<file path="src/rtl/dtb_pkg.sv">
package dtb_pkg;

    localparam int NUM_STATES = 4;
    localparam int STATE_W    = 2;

    typedef enum logic [1:0] {
        ST_FILL  = 2'd0,
        ST_SEEK  = 2'd1,
        ST_TRACE = 2'd2,
        ST_EMIT  = 2'd3
    } dtb_state_e;

    typedef logic [NUM_STATES-1:0] dec_vec_t;
    typedef logic [STATE_W-1:0]    trel_state_t;

    // One traceback step: predecessor of state s is {decision bit of s, s[1]}
    function automatic trel_state_t tb_step(input dec_vec_t vec, input trel_state_t s);
        return {vec[s], s[1]};
    endfunction

endpackage

</file>
<file path="src/rtl/dtb_survivor_buf.sv">
module dtb_survivor_buf
    import dtb_pkg::*;
#(
    parameter int DEPTH = 32
) (
    input  logic                         clk,
    input  logic                         wr_en,
    input  logic [$clog2(DEPTH)-1:0]     wr_addr,
    input  dec_vec_t                     wr_data,
    input  logic [$clog2(DEPTH)-1:0]     rd_addr,
    output dec_vec_t                     rd_vec
);

    dec_vec_t store [DEPTH];

    always_ff @(posedge clk) begin
        if (wr_en) begin
            store[wr_addr] <= wr_data;
        end
    end

    assign rd_vec = store[rd_addr];

endmodule

</file>
<file path="src/rtl/dtb_bit_stack.sv">
module dtb_bit_stack #(
    parameter int DEPTH = 16
) (
    input  logic clk,
    input  logic rst,
    input  logic push,
    input  logic push_bit,
    input  logic pop,
    output logic top_bit
);

    localparam int SW = $clog2(DEPTH + 1);
    localparam int IW = $clog2(DEPTH);

    logic [DEPTH-1:0] bits_q;
    logic [SW-1:0]    sp_q;
    logic             empty;
    logic             full;
    logic [IW-1:0]    wr_idx;
    logic [IW-1:0]    top_idx;

    assign empty   = (sp_q == '0);
    assign full    = (sp_q == SW'(DEPTH));
    assign wr_idx  = IW'(sp_q);
    assign top_idx = IW'(sp_q - 1'b1);

    always_ff @(posedge clk) begin
        if (rst) begin
            sp_q <= '0;
        end else if (push) begin
            sp_q <= sp_q + 1'b1;
        end else if (pop) begin
            sp_q <= sp_q - 1'b1;
        end
    end

    always_ff @(posedge clk) begin
        if (push) begin
            bits_q[wr_idx] <= push_bit;
        end
    end

    assign top_bit = empty ? 1'b0 : bits_q[top_idx];


    stack_ovf_chk: assert property (@(posedge clk) disable iff (rst)
        push |-> !full);


    stack_udf_chk: assert property (@(posedge clk) disable iff (rst)
        pop |-> !empty);


    stack_excl_chk: assert property (@(posedge clk) disable iff (rst)
        !(push && pop));

endmodule

</file>
<file path="src/rtl/dtb_ctrl.sv">
module dtb_ctrl
    import dtb_pkg::*;
#(
    parameter int L = 16
) (
    input  logic                        clk,
    input  logic                        rst,
    input  logic                        dec_valid,
    output logic                        dec_ready,
    output logic                        wr_en,
    output logic [$clog2(2*L)-1:0]      wr_addr,
    output logic [$clog2(2*L)-1:0]      rd_addr,
    input  dec_vec_t                    rd_vec,
    output logic                        push,
    output logic                        push_bit,
    output logic                        pop,
    output logic                        out_valid
);

    localparam int DEPTH = 2 * L;
    localparam int AW    = $clog2(DEPTH);
    localparam logic [AW-1:0] LAST_L    = AW'(L - 1);
    localparam logic [AW-1:0] LAST_FULL = AW'(DEPTH - 1);
    localparam logic [AW-1:0] TOP_ADDR  = AW'(DEPTH - 1);

    dtb_state_e  state_q, state_d;
    logic [AW-1:0] cnt_q;
    logic [AW-1:0] wr_ptr_q;
    logic [AW-1:0] rd_ptr_q;
    trel_state_t   trace_q;
    trel_state_t   trace_prev;
    logic          primed_q;
    logic          accept;
    logic          fill_last;
    logic          step_last;
    logic [AW-1:0] fill_target;

    assign accept      = dec_valid && dec_ready;
    assign fill_target = primed_q ? LAST_L : LAST_FULL;
    assign fill_last   = accept && (cnt_q == fill_target);
    assign step_last   = (cnt_q == LAST_L);
    assign trace_prev  = tb_step(rd_vec, trace_q);

    // State register
    always_ff @(posedge clk) begin
        if (rst) begin
            state_q <= ST_FILL;
        end else begin
            state_q <= state_d;
        end
    end

    // Transitions
    always_comb begin
        state_d = state_q;
        unique case (state_q)
            ST_FILL:  if (fill_last) state_d = ST_SEEK;
            ST_SEEK:  if (step_last) state_d = ST_TRACE;
            ST_TRACE: if (step_last) state_d = ST_EMIT;
            ST_EMIT:  if (step_last) state_d = ST_FILL;
        endcase
    end

    // Counters, pointers and trace state
    always_ff @(posedge clk) begin
        if (rst) begin
            cnt_q    <= '0;
            wr_ptr_q <= '0;
            rd_ptr_q <= '0;
            trace_q  <= '0;
            primed_q <= 1'b0;
        end else begin
            if (state_d != state_q) begin
                cnt_q <= '0;
            end else if (state_q != ST_FILL || accept) begin
                cnt_q <= cnt_q + 1'b1;
            end

            if (accept) begin
                wr_ptr_q <= (wr_ptr_q == TOP_ADDR) ? '0 : wr_ptr_q + 1'b1;
            end

            unique case (state_q)
                ST_FILL: begin
                    if (fill_last) begin
                        rd_ptr_q <= wr_ptr_q;
                        trace_q  <= '0;
                    end
                end
                ST_SEEK, ST_TRACE: begin
                    rd_ptr_q <= (rd_ptr_q == '0) ? TOP_ADDR : rd_ptr_q - 1'b1;
                    trace_q  <= trace_prev;
                end
                ST_EMIT: begin
                    if (step_last) begin
                        primed_q <= 1'b1;
                    end
                end
            endcase
        end
    end

    // Outputs
    always_comb begin
        dec_ready = 1'b0;
        push      = 1'b0;
        pop       = 1'b0;
        out_valid = 1'b0;
        unique case (state_q)
            ST_FILL:  dec_ready = 1'b1;
            ST_SEEK:  ;
            ST_TRACE: push      = 1'b1;
            ST_EMIT: begin
                pop       = 1'b1;
                out_valid = 1'b1;
            end
        endcase
    end

    assign wr_en    = accept;
    assign wr_addr  = wr_ptr_q;
    assign rd_addr  = rd_ptr_q;
    assign push_bit = trace_q[0];

    // Checker-only burst length counter
    logic [AW:0] emit_run_q;
    always_ff @(posedge clk) begin
        if (rst) begin
            emit_run_q <= '0;
        end else if (out_valid) begin
            emit_run_q <= emit_run_q + 1'b1;
        end else begin
            emit_run_q <= '0;
        end
    end


    hs_excl_chk: assert property (@(posedge clk) disable iff (rst)
        !(dec_ready && out_valid));


    wr_hold_chk: assert property (@(posedge clk) disable iff (rst)
        !(dec_valid && dec_ready) |=> $stable(wr_ptr_q));


    seek_seed_chk: assert property (@(posedge clk) disable iff (rst)
        (state_q == ST_FILL && state_d == ST_SEEK) |=>
            (trace_q == '0 && rd_ptr_q == $past(wr_ptr_q)));


    burst_len_chk: assert property (@(posedge clk) disable iff (rst)
        $fell(out_valid) |-> (emit_run_q == (AW+1)'(L)));

endmodule

</file>
<file path="src/rtl/dual_traceback.sv">
module dual_traceback
    import dtb_pkg::*;
#(
    parameter int L = 16
) (
    input  logic                  clk,
    input  logic                  rst,
    input  logic                  dec_valid,
    input  logic [NUM_STATES-1:0] dec_vec,
    output logic                  dec_ready,
    output logic                  out_valid,
    output logic                  out_bit
);

    localparam int DEPTH = 2 * L;
    localparam int AW    = $clog2(DEPTH);

    logic          wr_en;
    logic [AW-1:0] wr_addr;
    logic [AW-1:0] rd_addr;
    dec_vec_t      rd_vec;
    logic          push;
    logic          push_bit;
    logic          pop;

    dtb_ctrl #(.L(L)) u_ctrl (
        .clk       (clk),
        .rst       (rst),
        .dec_valid (dec_valid),
        .dec_ready (dec_ready),
        .wr_en     (wr_en),
        .wr_addr   (wr_addr),
        .rd_addr   (rd_addr),
        .rd_vec    (rd_vec),
        .push      (push),
        .push_bit  (push_bit),
        .pop       (pop),
        .out_valid (out_valid)
    );

    dtb_survivor_buf #(.DEPTH(DEPTH)) u_buf (
        .clk     (clk),
        .wr_en   (wr_en),
        .wr_addr (wr_addr),
        .wr_data (dec_vec),
        .rd_addr (rd_addr),
        .rd_vec  (rd_vec)
    );

    dtb_bit_stack #(.DEPTH(L)) u_stack (
        .clk      (clk),
        .rst      (rst),
        .push     (push),
        .push_bit (push_bit),
        .pop      (pop),
        .top_bit  (out_bit)
    );

endmodule

</file>
<file path="config.mk">
export PLATFORM = sky130hd
export DESIGN_NAME = dual_traceback
export DESIGN_NICKNAME = d
export VERILOG_FILES = /design/src/rtl/dtb_pkg.sv /design/src/rtl/dtb_survivor_buf.sv /design/src/rtl/dtb_bit_stack.sv /design/src/rtl/dtb_ctrl.sv /design/src/rtl/dual_traceback.sv
export SDC_FILE = /design/constraint.sdc
export NUM_CORES = 1
export LEC_CHECK = 0
export BUFFER_PORTS_ARGS = -buffer_cell sky130_fd_sc_hd__buf_2
export CORE_UTILIZATION = 25
export DETAILED_ROUTE_END_ITERATION = 8
export SLEW_MARGIN = 20
export SYNTH_ARGS = -nofsm -noshare
export SYNTH_HDL_FRONTEND = slang
export SYNTH_SLANG_ARGS = --single-unit
</file>
<file path="constraint.sdc">
create_clock -name clk -period 4.75 [get_ports clk]
set_clock_uncertainty 0.2 [all_clocks]
set_input_delay 0.7125 -clock clk [delete_from_list [all_inputs] [get_ports clk]]
set_output_delay 0.7125 -clock clk [all_outputs]
set_load 0.03 [all_outputs]
</file>
==> key figures <==
Synth
  – YS warnings: 0
  – FFs w/ async S/R, synth: 0%
  – Top cells by area, synth: edfxtp_1 58%, mux4_2 9.7%, dfxtp_1 8.1%, nor2_1 3.9%, mux4_1 3.2%
  – Commonest cells post-synth: 144 x edfxtp_1, 77 x nor2_1, 32 x mux4_2, 30 x dfxtp_1, 26 x nand2_1
  – Compound-Gate Fraction of Synth Area: 4.42%
  – Number of cells produced by synthesis: 487
  – Synth Flop Type: edfxtp_1
  – EDFF count, synth: 144
  – Largest area contributor in the netlist: edfxtp_1
  – Area share of the largest cell type after synthesis: 58.0%
  – Largest family of logic cells by synthesized area: multiplexers
  – Post-synthesis adder-cell area fraction: 3.02%
  – Post-Synth Simple-Gate Area: 8.98%
  – Mux contribution to synthesized area: 13.5%
  – Syn avg cell area: 15.3 um^2
  – Most common cell in the netlist: edfxtp_1
  – Xor and xnor area share after synthesis: 1.18%
  – Distinct cell type count after synthesis: 48
  – Sequential area share after synthesis: 66.1%
  – Synthesized area: 7450 um^2
  – Register bit total from synthesis: 174
  – Mapped Nets: 512

STA
  – Final count of negative-setup-slack endpoints: 0
  – Worst hold slack: 0.305 ns
  – Final TNS setup: 0 ns
  – Period utilization: 75.7%
  – Max Transition Viols Final: 0
  – Crit path time final: 3.60 ns
  – RSZ-0062 raised after global routing: no
  – Hold Vio Cnt, Final: 0
  – Worst-margin pin slew: 0.897 ns
  – Fin worst setup slack: 1.15 ns
  – Max Freq: 278 MHz
  – Slew Limit Headroom: 40.1%

GRT
  – GRT overflow: 0
  – Global-route wire length before repair: 23100 um
  – Total GRT Usage: 10.2%
  – Pin count of the biggest net entering global routing: 33
  – Initial antenna violation count: 0
  – Vias in the first global route: 3949

Clock tree
  – Number of setup buffers added after CTS: 0
  – Post-cts sizing count: 0
  – CTS Buffer Depth: 2
  – Hold_buf cts: 0
  – Clock Sinks: 174
  – Total CTS buffers: 17
  – Clock latency on the worst-skew pair: 0.43 ns
  – H-Tree Depth: 4
  – CTS tree: built
  – Clock Root Buffer: clkbuf_16
  – Clock slew at reported path FFs: 0.07 ns

Route
  – Via count: 4013
  – Final ANT Viol Nets: 0
  – Remaining DRCs: 0
  – DR iter-0 viols: 333
  – Drt wl/cell: 16.6 um
  – Vias per inst: 4.51
  – Routed WL: 14800 um
  – DRT Pass-1 Iters: 4

Worst setup path
  – CP max FO: 8
  – WS Path Type: reg -> out
  – Worst EP arrival: 2.68 ns
  – Crit. End Element: primary output
  – CP Launch Type: flop
  – Required time of the critical path: 3.84 ns

Run status
  – Status: finished clean

Place
  – DP Worst Slack: 1.57 ns
  – Post-DP HPWL: 9470 um
  – # port buffers: 9
  – Placer congestion estimate: 0.754

Hold path
  – Hold Path Class: reg -> reg

Pwr
  – Reg power frac: 54.2%
  – P_sw: 0.000697 W
  – VDD IR max: 0.000213 V
  – Combinational share of power: 1.9%
  – Power Internal: 0.00237 W
  – Sw Share: 22.7%
  – Leakage power total: 2.61 nW
  – Clock power share: 44.0%
  – PwrDens: 364 nW/um^2

Cells and area
  – Nets: 518
  – Antenna diode count: 0
  – P&R area growth vs syn: 13.0%
  – Share of cells above drive strength 1: 16.2%

Floorplan
  – Die Span Y: 175 um
  – Total die area: 30500 um^2
  – FP Rows: 62
  – Placeable Area: 29000 um^2
  – I/O pins: 10
  – Starting Density: 25.7%
  – Die Wd: 175 um

Flow run
  – Max-Cap Viols: 0
[sequential cells by signal, summed over array words and instances (netlist names), named ones only]
register	count
u_ctrl.trace_q	2
u_ctrl.primed_q	1
u_ctrl.wr_addr	5
u_ctrl.cnt_q	5
u_buf.store	128
u_stack.sp_q	5
u_ctrl.state_q	2
u_stack.bits_q	16
u_ctrl.rd_addr	5
[cell usage in the layout, fill, tap and decap left out, drive strengths merged, types with 2 or more instances in the layout]
cell	synthesis	final
nand2	26	26
edfxtp	144	144
clkbuf	13	19
a21oi	18	18
nand4	2	2
nor2	77	77
inv	17	24
o21bai	2	2
o22ai	4	4
mux4	41	41
xor2	5	5
or3b	2	2
nand3b	4	4
a21o	3	3
nor2b	5	5
nand2b	5	5
and3	4	4
a211oi	5	5
nand3	7	7
clkinv	0	6
ha	18	18
o21ai	8	8
dfxtp	30	30
or3	2	2
xnor2	5	5
a221oi	2	2
buf	11	10
nor3	6	6
a31oi	2	2
nor4b	2	2
mux2i	5	5
[routing by layer]
| metal | wire [um] | up-vias | GRT usage [%] |
|---|---|---|---|
| met3 | 688 | 14 | 2.72 |
| li1 | - | 1861 | - |
| met4 | 150 | 0 | 3.48 |
| met5 | 0 | - | 0 |
| met2 | 7010 | 101 | 15.5 |
| met1 | 6920 | 2037 | 14.0 |
[cell families (layout without fill, tap and decap cells)]
family / after synthesis / in the layout
buffers and inverters: 41 / 60
adders and majority gates: 18 / 18
DFF: 174 / 174
muxes: 46 / 46
AOI/OAI and AO/OA: 51 / 51
xor gates and xnor gates: 10 / 10
and+or+nand+nor: 147 / 147
[power by group through the flow]
stage          Combinational [W]  Sequential, W  Clock [W]
2_1_floorplan          0.0000289        0.00169          0
3_3_place_gp           0.0000567        0.00170          0
3_5_place_dp           0.0000581        0.00170          0
4_1_cts                0.0000580        0.00166    0.00137
5_1_grt                0.0000637        0.00166    0.00143
6_report               0.0000570        0.00166    0.00135
[worst max-delay path: stages, from the launching register on]
cell     delay (ns)
dfxtp_1        0.55
inv_1          0.20
ha_1           0.45
mux4_2         0.32
mux4_2         0.47
o31a_1         0.11
buf_2          0.17
[metrics by stage]
stage	cells	utilization, %	power (W)	area (um^2)
2_1_floorplan	487	-	0.00172	7450
3_3_place_gp	857	27.0	0.00175	7840
3_5_place_dp	857	27.0	0.00175	7840
4_1_cts	889	29.0	0.00309	8420
5_1_grt	890	29.0	0.00315	8420
6_report	890	29.0	0.00307	8420
[worst paths after layout]
check             slack, ns                end            start  cells past startpoint
setup / recovery       1.15            out_bit  u_stack.sp_q[0]                      6
hold / removal         0.30    u_ctrl.primed_q  u_ctrl.primed_q                      2
setup reg to reg       1.73  u_ctrl.trace_q[1]             flop                      7
hold reg to reg        0.30    u_ctrl.primed_q  u_ctrl.primed_q                      2
[cell type report]
cell class,count,area (um^2)
fill,2910,20600
sequential,174,4930
timing repair buffer,11,60.1
clock buffer,18,429
inverter,17,63.8
clock inverter,14,145
multi-input combinational,272,2320
tap,384,480
No activity file was read; power rests on OpenSTA's default activity.
